$ cat src/rtl/cs_pkg.sv
package cs_pkg;
    localparam int NSTAT   = 2;
    localparam int ST_CONV = 0;
    localparam int ST_CYC  = 1;
endpackage

$ cat src/rtl/cs_prescale.sv
module cs_prescale #(
    parameter int KW   = 8,
    parameter int KDEF = 1
) (
    input  logic          clk,
    input  logic          rst,
    input  logic          k_wr,
    input  logic [KW-1:0] k_wdata,
    output logic          tick
);
    typedef struct packed {
        logic [KW-1:0] k;
        logic [KW-1:0] cnt;
    } pre_t;

    pre_t          st_d, st_q;
    logic [KW-1:0] k_eff;

    always_comb begin
        k_eff = (st_q.k == '0) ? KW'(1) : st_q.k;
        tick  = !rst && (st_q.cnt >= k_eff - KW'(1));
        st_d  = st_q;
        if (rst) begin
            st_d.k   = KW'(KDEF);
            st_d.cnt = '0;
        end else if (k_wr) begin
            st_d.k   = k_wdata;
            st_d.cnt = '0;
        end else if (tick) begin
            st_d.cnt = '0;
        end else begin
            st_d.cnt = st_q.cnt + KW'(1);
        end
    end

    always_ff @(posedge clk) begin
        st_q <= st_d;
    end
endmodule

$ cat src/rtl/cs_rates.sv
module cs_rates #(
    parameter int SAMPLE_DIV = 8,
    parameter int WORD_DIV   = 1024
) (
    input  logic clk,
    input  logic rst,
    input  logic tick,
    output logic sample_stb,
    output logic conv_stb
);
    localparam int SUB_W  = $clog2(SAMPLE_DIV);
    localparam int TICK_W = $clog2(WORD_DIV);

    logic [TICK_W-1:0] cnt_d, cnt_q;

    always_comb begin
        sample_stb = tick && (cnt_q[SUB_W-1:0] == SUB_W'(SAMPLE_DIV - 1));
        conv_stb   = tick && (cnt_q == TICK_W'(WORD_DIV - 1));
        cnt_d      = cnt_q;
        if (rst)       cnt_d = '0;
        else if (tick) cnt_d = cnt_q + TICK_W'(1);
    end

    always_ff @(posedge clk) begin
        cnt_q <= cnt_d;
    end
endmodule

$ cat src/rtl/cs_cycle.sv
module cs_cycle #(
    parameter int NW   = 16,
    parameter int NDEF = 4000
) (
    input  logic          clk,
    input  logic          rst,
    input  logic          conv_stb,
    input  logic          n_wr,
    input  logic [NW-1:0] n_wdata,
    output logic          cycle_stb
);
    typedef struct packed {
        logic [NW-1:0] n;
        logic [NW-1:0] cnt;
    } cyc_t;

    cyc_t          st_d, st_q;
    logic [NW-1:0] n_eff;

    always_comb begin
        n_eff     = (st_q.n == '0) ? NW'(1) : st_q.n;
        cycle_stb = conv_stb && (st_q.cnt >= n_eff - NW'(1));
        st_d      = st_q;
        if (rst) begin
            st_d.n   = NW'(NDEF);
            st_d.cnt = '0;
        end else if (n_wr) begin
            st_d.n   = n_wdata;
            st_d.cnt = '0;
        end else if (cycle_stb) begin
            st_d.cnt = '0;
        end else if (conv_stb) begin
            st_d.cnt = st_q.cnt + NW'(1);
        end
    end

    always_ff @(posedge clk) begin
        st_q <= st_d;
    end
endmodule

$ cat src/rtl/cs_status.sv
module cs_status
    import cs_pkg::*;
(
    input  logic             clk,
    input  logic             rst,
    input  logic [NSTAT-1:0] set,
    input  logic             clr_wr,
    input  logic [NSTAT-1:0] clr_wdata,
    input  logic             mask_wr,
    input  logic [NSTAT-1:0] mask_wdata,
    output logic [NSTAT-1:0] status,
    output logic [NSTAT-1:0] irq_en,
    output logic             irq_n
);
    typedef struct packed {
        logic [NSTAT-1:0] stat;
        logic [NSTAT-1:0] mask;
        logic             irq_n;
    } sts_t;

    sts_t             st_d, st_q;
    logic [NSTAT-1:0] stat_nx;

    for (genvar b = 0; b < NSTAT; b++) begin : g_bit
        always_comb begin
            if (set[b])                     stat_nx[b] = 1'b1;
            else if (clr_wr && clr_wdata[b]) stat_nx[b] = 1'b0;
            else                             stat_nx[b] = st_q.stat[b];
        end
    end

    always_comb begin
        st_d = st_q;
        if (rst) begin
            st_d.stat  = '0;
            st_d.mask  = '0;
            st_d.irq_n = 1'b1;
        end else begin
            st_d.stat  = stat_nx;
            st_d.mask  = mask_wr ? mask_wdata : st_q.mask;
            st_d.irq_n = ~|(st_q.stat & st_q.mask);
        end
    end

    always_ff @(posedge clk) begin
        st_q <= st_d;
    end

    assign status = st_q.stat;
    assign irq_en = st_q.mask;
    assign irq_n  = st_q.irq_n;
endmodule

$ cat src/rtl/conversion_sequencer.sv
module conversion_sequencer
    import cs_pkg::*;
#(
    parameter int KW         = 8,
    parameter int NW         = 16,
    parameter int KDEF       = 1,
    parameter int NDEF       = 4000,
    parameter int SAMPLE_DIV = 8,
    parameter int WORD_DIV   = 1024
) (
    input  logic          clk,
    input  logic          rst,
    input  logic          k_wr,
    input  logic [KW-1:0] k_wdata,
    input  logic          n_wr,
    input  logic [NW-1:0] n_wdata,
    input  logic          mask_wr,
    input  logic [1:0]    mask_wdata,
    input  logic          clr_wr,
    input  logic [1:0]    clr_wdata,
    output logic          sample_stb,
    output logic          conv_stb,
    output logic          cycle_stb,
    output logic [1:0]    status,
    output logic [1:0]    irq_en,
    output logic          irq_n
);
    logic             tick;
    logic [NSTAT-1:0] set_vec;

    cs_prescale #(.KW(KW), .KDEF(KDEF)) i_pre (
        .clk(clk), .rst(rst), .k_wr(k_wr), .k_wdata(k_wdata), .tick(tick)
    );

    cs_rates #(.SAMPLE_DIV(SAMPLE_DIV), .WORD_DIV(WORD_DIV)) i_rates (
        .clk(clk), .rst(rst), .tick(tick),
        .sample_stb(sample_stb), .conv_stb(conv_stb)
    );

    cs_cycle #(.NW(NW), .NDEF(NDEF)) i_cyc (
        .clk(clk), .rst(rst), .conv_stb(conv_stb),
        .n_wr(n_wr), .n_wdata(n_wdata), .cycle_stb(cycle_stb)
    );

    always_comb begin
        set_vec          = '0;
        set_vec[ST_CONV] = conv_stb;
        set_vec[ST_CYC]  = cycle_stb;
    end

    cs_status i_sts (
        .clk(clk), .rst(rst), .set(set_vec),
        .clr_wr(clr_wr), .clr_wdata(clr_wdata),
        .mask_wr(mask_wr), .mask_wdata(mask_wdata),
        .status(status), .irq_en(irq_en), .irq_n(irq_n)
    );
endmodule

$ cat config.mk
export PLATFORM = sky130hd
export DESIGN_NAME = conversion_sequencer
export DESIGN_NICKNAME = d
export VERILOG_FILES = /design/src/rtl/cs_pkg.sv /design/src/rtl/cs_prescale.sv /design/src/rtl/cs_rates.sv /design/src/rtl/cs_cycle.sv /design/src/rtl/cs_status.sv /design/src/rtl/conversion_sequencer.sv
export SDC_FILE = /design/constraint.sdc
export NUM_CORES = 1
export LEC_CHECK = 0
export ABC_AREA = 1
export BUFFER_PORTS_ARGS = -buffer_cell sky130_fd_sc_hd__clkbuf_2
export CAP_MARGIN = 20
export CELL_PAD_IN_SITES_DETAIL_PLACEMENT = 1
export CELL_PAD_IN_SITES_GLOBAL_PLACEMENT = 1
export CORE_ASPECT_RATIO = 1.1
export CORE_MARGIN = 4
export CORE_UTILIZATION = 42
export DETAILED_ROUTE_END_ITERATION = 10
export GPL_ROUTABILITY_DRIVEN = 0
export GPL_TIMING_DRIVEN = 0
export PLACE_DENSITY_LB_ADDON = 0.15
export SLEW_MARGIN = 20
export SYNTH_ARGS = -nofsm -noshare
export SYNTH_HDL_FRONTEND = slang
export SYNTH_HIERARCHICAL = 1
export SYNTH_SLANG_ARGS = --single-unit
$ cat constraint.sdc
create_clock -name clk -period 5.2 [get_ports clk]
set_input_delay 0.52 -clock clk [delete_from_list [all_inputs] [get_ports clk]]
set_output_delay 0.52 -clock clk [all_outputs]
set_load 0.05 [all_outputs]
==> results of run 1 <==
==> sequential cells by signal (all words and copies together) (netlist names) <==
signal,flops
i_cyc/st_q,32
i_pre/st_q,16
i_rates/cnt_q,10
i_sts/irq_en,2
i_sts/irq_n,1
i_sts/status,2
==> power breakdown <==
part	switching, mW	internal, mW
Combinational	0.0875	0.0535
Clock	0.192	0.259
Sequential	0.0163	0.500
Total	0.296	0.813
==> synth_stat cells (all sizes together) <==
cell type and count:
inv 60, mux2i 1, dfxtp 63, buf 3, ha 30, o21bai 1, nor4 1, o21a 1
o21ai 27, clkbuf 4, xnor2 13, nand3b 2, a21oi 27, nand3 29, clkinv 1, nand4 8
nor3 7, xor2 23, nor2 94, nand2 102, a21o 2
==> stage by stage <==
stage	utilization	cells	area, µm²
3_5_place_dp	0.471	651	3960
3_3_place_gp	0.471	651	3960
2_1_floorplan	-	499	3620
4_1_cts	0.496	667	4170
5_1_grt	0.496	667	4170
6_report	0.496	667	4170
==> worst max path at each step <==
stage	to	slack, ns	depth (start not counted)
finish	cycle_stb	0.47	23
global route	cycle_stb	0.02	23
CTS	cycle_stb	0.46	23
detailed placement	i_cyc/st_q[13]$_SDFFE_PP0P_	0.86	26
global placement	i_cyc/st_q[13]$_SDFFE_PP0P_	0.93	26
floorplan	cycle_stb	0.81	22
==> cells by family after synthesis <==
kind of cell / Yosys count / share of synthesized area
adders and majority gates: 30 / 0.104
xor gates and xnor gates: 36 / 0.0871
AOI/OAI and AO/OA: 58 / 0.0871
DFF: 63 / 0.349
buffers and inverters: 68 / 0.0723
and+or+nand+nor: 243 / 0.298
muxes: 1 / 0.00277
==> routing by layer <==
layer,vias to the layer above,GRT usage
met1,1527,0.225
li1,1700,-
met2,38,0.314
met4,0,0.0802
met5,-,0
met3,13,0.0293
==> tightest hold or removal path, cell delays in order <==
cell	delay, ns
clkbuf_2	0.07
nand2_1	0.04
nand3_1	0.07
==> final cells by class <==
cell class | count | area (µm²) | area share
Buffer | 7 | 32.5 | 0.00780
Clock buffer | 13 | 169 | 0.0405
Tap cell | 111 | 139 | 0.0333
Clock inverter | 3 | 40.0 | 0.00960
Sequential cell | 63 | 1260 | 0.302
Inverter | 61 | 229 | 0.0549
Timing Repair Buffer | 41 | 205 | 0.0492
Multi-Input combinational cell | 368 | 2100 | 0.502
==> flow_summary.json, run 1 <==
{
  "status": "finished clean",
  "end_kind": "output pin",
  "root_buffer": "clkbuf_8",
  "coreArea_um2": 8410,
  "cts-htree-levels": 3,
  "port_buffers": 41,
  "dieHeight_um": 105,
  "cts_resized": 0,
  "cts_buffer_depth": 2,
  "hp-class": "in2reg",
  "max_stage_delay_ns": 0.45,
  "post-route-period-util": 0.909,
  "clock_latency_ns": 0.34,
  "p_per_area_nw_per_um2": 266,
  "power_leakage_nw": 1.92,
  "timing.rr.end": "i_cyc/st_q[13]$_SDFFE_PP0P_",
  "num-fill-cells": 1120,
  "hold_start": "n_wdata[9]",
  "whs_endpoint": "i_cyc/st_q[25]$_SDFFE_PP1P_",
  "ys_seq_area_frac": 0.349,
  "drc": 0,
  "wl_met2_mm": 4.33,
  "tightest_slew_ns": 0.548,
  "period_minus_slack_ns": 4.73,
  "fin_nets": 615,
  "ys_ff_latch": 63,
  "rr_startpoint": "i_pre/st_q[12]$_SDFFE_PP0P_",
  "crit_buf_inv": 7,
  "critPathArrivalTime_ns": 4.21,
  "io_pins": 42,
  "postCtsSetupBuffers": 0,
  "clk_pin_slew_ns": 0.08,
  "vias": 3278,
  "required_ns": 4.68,
  "holdPathStages": 3,
  "drt_first_pass_iters": 4,
  "path_common_cell": "nand2_1",
  "reg2reg_depth": 26,
  "antenna_found_initial": 0,
  "fmax_ghz": 0.212,
  "synth.area.top_cells": "dfxtp_1 35%, ha_1 10%, nand2_1 10%, nor2_1 9.2%, inv_1 5.9%",
  "fin_ws_ns": 0.473,
  "layout_commonest_cell": "nand2_1",
  "grt_overflow": 0,
  "final_layout_size_suffix_gt1_frac": 0.149,
  "slowest_stage": "a21oi_1",
  "ir_worst_vdd_v": 0.000123,
  "crit_chain": "inv_1 -> nand2_1 -> nor2_1 -> nand2_1 -> nand2_2 -> inv_1 -> ha_1 -> nand2_1 -> xor2_1 -> inv_1 -> ha_1 -> nand2_1 -> nor2_1 -> nand2_1 -> a21oi_1 -> inv_1 -> nor2_1 -> nand3_1 -> nor2_1 -> buf_4 -> nand2_1 -> inv_1 -> clkbuf_2",
  "wl_met3_um": 199,
  "yosysTopAreaCellShare": 0.349,
  "diodes": 0,
  "power.total_mw": 1.11,
  "grt_max_degree": 14,
  "met1_length_mm": 3.93,
  "syn_avg_cell_area_um2": 7.25,
  "drt-initial-drc-count": 64,
  "dieArea_um2": 10200,
  "drt.antenna.violating_nets": 0,
  "cp_max_fo": 7,
  "finClkSkew_ns": 0.0117,
  "grt_pass1_wl_mm": 14.9,
  "ys_types": 33,
  "synthCells": 499,
  "wl_per_cell_um": 13.0,
  "maxCapViolations": 0,
  "hpwl_mm": 6.85,
  "wl_mm": 8.64,
  "startpoint": "i_pre/st_q[12]$_SDFFE_PP0P_",
  "cts_made_buffers": 9,
  "fin_tns_setup_ns": 0,
  "cts_tree": "yes",
  "startpoint_type": "flip-flop",
  "rsz0062_at_grt": "false",
  "viasPerCell": 4.91,
  "initial_core_util": 0.430,
  "whs_ns": 0.388,
  "yosysTopAreaCell": "dfxtp_1",
  "worstSetupPathType": "reg2out",
  "maxSlewViolCount": 0,
  "layout_common_cells": "96 x nand2_1, 89 x nor2_1, 63 x dfxtp_1",
  "first_global_vias": 3393,
  "dp_worst_setup_slack_ns": 0.864,
  "setup_viol": 0,
  "netlist_area_um2": 3620,
  "synth_fp_nets": 563,
  "reg2reg_slack_ns": 0.79,
  "syn_to_final_growth_pct": 15.3,
  "fp-row-count": 35,
  "grt_usage": 0.185,
  "slew_headroom": 0.634,
  "cpLargestDelayFamily": "simple AND/OR/NAND/NOR gates",
  "clkSinkCount": 63,
  "hold_viol": 0,
  "ys_warn_count": 6,
  "ctsHoldBuffers": 0,
  "die_x_um": 96.5,
  "route.top_layer_used": "met4"
}
No activity file was read; power rests on OpenSTA's default activity.
==> run 2: changes to the inputs <==
--- a/config.mk
+++ b/config.mk
@@ -12,7 +12,7 @@
 export CELL_PAD_IN_SITES_GLOBAL_PLACEMENT = 1
 export CORE_ASPECT_RATIO = 1.1
 export CORE_MARGIN = 4
-export CORE_UTILIZATION = 42
+export CORE_UTILIZATION = 46
 export DETAILED_ROUTE_END_ITERATION = 10
 export GPL_ROUTABILITY_DRIVEN = 0
 export GPL_TIMING_DRIVEN = 0
==> constraint.sdc (replaced) <==
create_clock -name clk -period 5.62 [get_ports clk]
set_input_delay 0.562 -clock clk [delete_from_list [all_inputs] [get_ports clk]]
set_output_delay 0.562 -clock clk [all_outputs]
set_load 0.05 [all_outputs]
==> run 2 against run 1 <==
Effect of this change:
- via count grew 0.76%
- count of clock-buffer cells in the layout is the same
- setup slack gained 0.22 ns
- clock power is essentially flat
- combinational power shrank 8%
- sequential share of layout area shrank 0.054 points
- cell area grew 0.18%
- routed wire length grew 0.79%
- largest power group unchanged
- register-to-register slack gained 0.29 ns
- global-route usage grew 2.6 points
==> flow_summary.json, run 2 (same netlist as run 1, synthesis figures left out) <==
{
  "vias": 3303,
  "critPathArrivalTime_ns": 4.37,
  "cp_max_fo": 7,
  "slew_headroom": 0.638,
  "rr_startpoint": "i_pre/st_q[12]$_SDFFE_PP0P_",
  "maxSlewViolCount": 0,
  "cts_resized": 0,
  "placed_area_um2": 3960,
  "num-fill-cells": 987,
  "layout_common_cells": "96 x nand2_1, 89 x nor2_1, 63 x dfxtp_1",
  "layout_commonest_cell": "nand2_1",
  "wl_per_cell_um": 13.2,
  "finClkSkew_ns": 0.00952,
  "power.total_mw": 1.06,
  "wl_met2_mm": 4.55,
  "cts_tree": "yes",
  "drc": 0,
  "postCtsSetupBuffers": 0,
  "end_kind": "output pin",
  "post-route-period-util": 0.877,
  "viasPerCell": 5.00,
  "first_global_vias": 3549,
  "fin_tns_setup_ns": 0,
  "power_leakage_nw": 1.93,
  "top_regs": "i_cyc/st_q x32, i_pre/st_q x16, i_rates/cnt_q x10",
  "maxCapViolations": 0,
  "root_buffer": "clkbuf_8",
  "reg2reg_slack_ns": 1.08,
  "startpoint_type": "flip-flop",
  "fin_nets": 615,
  "status": "finished clean",
  "holdPathStages": 3,
  "design_area_um2": 4180,
  "worstSetupPathType": "reg2out",
  "die_x_um": 92.6,
  "initial_core_util": 0.479,
  "grt_overflow": 0,
  "whs_endpoint": "i_cyc/st_q[26]$_SDFFE_PP1P_",
  "syn_to_final_growth_pct": 15.5,
  "grt_max_degree": 14,
  "grt_pass1_wl_mm": 15.7,
  "diodes": 0,
  "io_pins": 42,
  "ir_worst_vdd_v": 0.000157,
  "final_layout_size_suffix_gt1_frac": 0.147,
  "required_ns": 5.06,
  "dieArea_um2": 9350,
  "dieHeight_um": 101,
  "cts_buffer_depth": 2,
  "timing.rr.end": "i_cyc/st_q[13]$_SDFFE_PP0P_",
  "port_buffers": 41,
  "ctsHoldBuffers": 0,
  "antenna_found_initial": 0,
  "hold_viol": 0,
  "route.top_layer_used": "met4",
  "hpwl_mm": 6.82,
  "clock_latency_ns": 0.34,
  "hp-class": "in2reg",
  "wl_mm": 8.71,
  "largest_reg_flops": 32,
  "rsz0062_at_grt": "false",
  "grt_usage": 0.210,
  "met1_length_mm": 3.73,
  "wl_met3_um": 208,
  "period_minus_slack_ns": 4.93,
  "hold_start": "n_wdata[10]",
  "tightest_slew_ns": 0.543,
  "p_per_area_nw_per_um2": 253,
  "setup_viol": 0,
  "clk_pin_slew_ns": 0.07,
  "reg2reg_depth": 26,
  "max_flop_register": "i_cyc/st_q",
  "drt_first_pass_iters": 4,
  "drt-initial-drc-count": 64,
  "coreArea_um2": 7560,
  "cts-htree-levels": 3,
  "fmax_ghz": 0.203,
  "cts_made_buffers": 9,
  "clkSinkCount": 63,
  "drt.antenna.violating_nets": 0,
  "fp-row-count": 33
}
[run 2: cell types whose count changed in the layout (fill, tap and decap cells not counted), sizes merged]
| cell | delta |
|---|---|
| bufinv | +1 |
| clkinv | -1 |
[run 2: area by class of cell]
type                    instances  area, µm²  area share
plain buffers                   7       32.5     0.00778
clock buffers                  13        159      0.0380
clock inverters                 3       65.1      0.0156
inverters                      61        229      0.0548
multi-input cells             368       2100       0.501
flip-flops and latches         63       1260       0.302
well taps                     105        131      0.0314
repair buffers                 41        205      0.0491
[run 2: where the power goes]
part	internal, mW	leakage (nW)	switching, mW
combinational	0.0496	1.30	0.0808
clock	0.274	0.114	0.176
sequential	0.462	0.515	0.0150
[run 2: routing by layer]
layer,track usage,vias to the layer above
met5,0,-
met4,0.106,0
met3,0.0344,15
met2,0.383,46
met1,0.235,1551
li1,-,1691
[run 2: critical path, stage by stage (launching register included)]
cell	delay [ns]
dfxtp_1	0.30
inv_1	0.09
nand2_1	0.08
nor2_1	0.17
nand2_1	0.11
nand2_2	0.09
inv_1	0.08
ha_1	0.23
nand2_1	0.10
xor2_1	0.14
inv_1	0.06
ha_1	0.28
nand2_1	0.08
nor2_1	0.13
nand2_1	0.10
a21oi_1	0.45
inv_1	0.23
nor2_1	0.20
nand3_1	0.12
nor2_1	0.28
buf_4	0.22
nand2_1	0.11
inv_1	0.09
clkbuf_2	0.28
[run 2: per-stage QoR]
stage | utilization | worst slack (ns) | cells | hold WS [ns]
floorplan | - | 1.19 | 499 | 0.440
CTS | 0.553 | 0.657 | 661 | 0.421
global placement | 0.523 | 1.32 | 645 | 0.456
global route | 0.553 | 0.218 | 661 | 0.437
finish | 0.553 | 0.690 | 661 | 0.435
detailed placement | 0.523 | 1.17 | 645 | 0.466
[run 2: how the worst max path moves through the flow]
| stage | startpoint | end | slack (ns) | depth (start not counted) |
|---|---|---|---|---|
| 2_1_floorplan | i_pre/st_q[12]$_SDFFE_PP0P_ | cycle_stb | 1.19 | 22 |
| 3_3_place_gp | i_pre/st_q[12]$_SDFFE_PP0P_ | cycle_stb | 1.32 | 23 |
| 3_5_place_dp | i_pre/st_q[12]$_SDFFE_PP0P_ | i_cyc/st_q[13]$_SDFFE_PP0P_ | 1.17 | 26 |
| 4_1_cts | i_pre/st_q[12]$_SDFFE_PP0P_ | cycle_stb | 0.66 | 23 |
| 5_1_grt | i_pre/st_q[12]$_SDFFE_PP0P_ | cycle_stb | 0.22 | 23 |
| 6_report | i_pre/st_q[12]$_SDFFE_PP0P_ | cycle_stb | 0.69 | 23 |
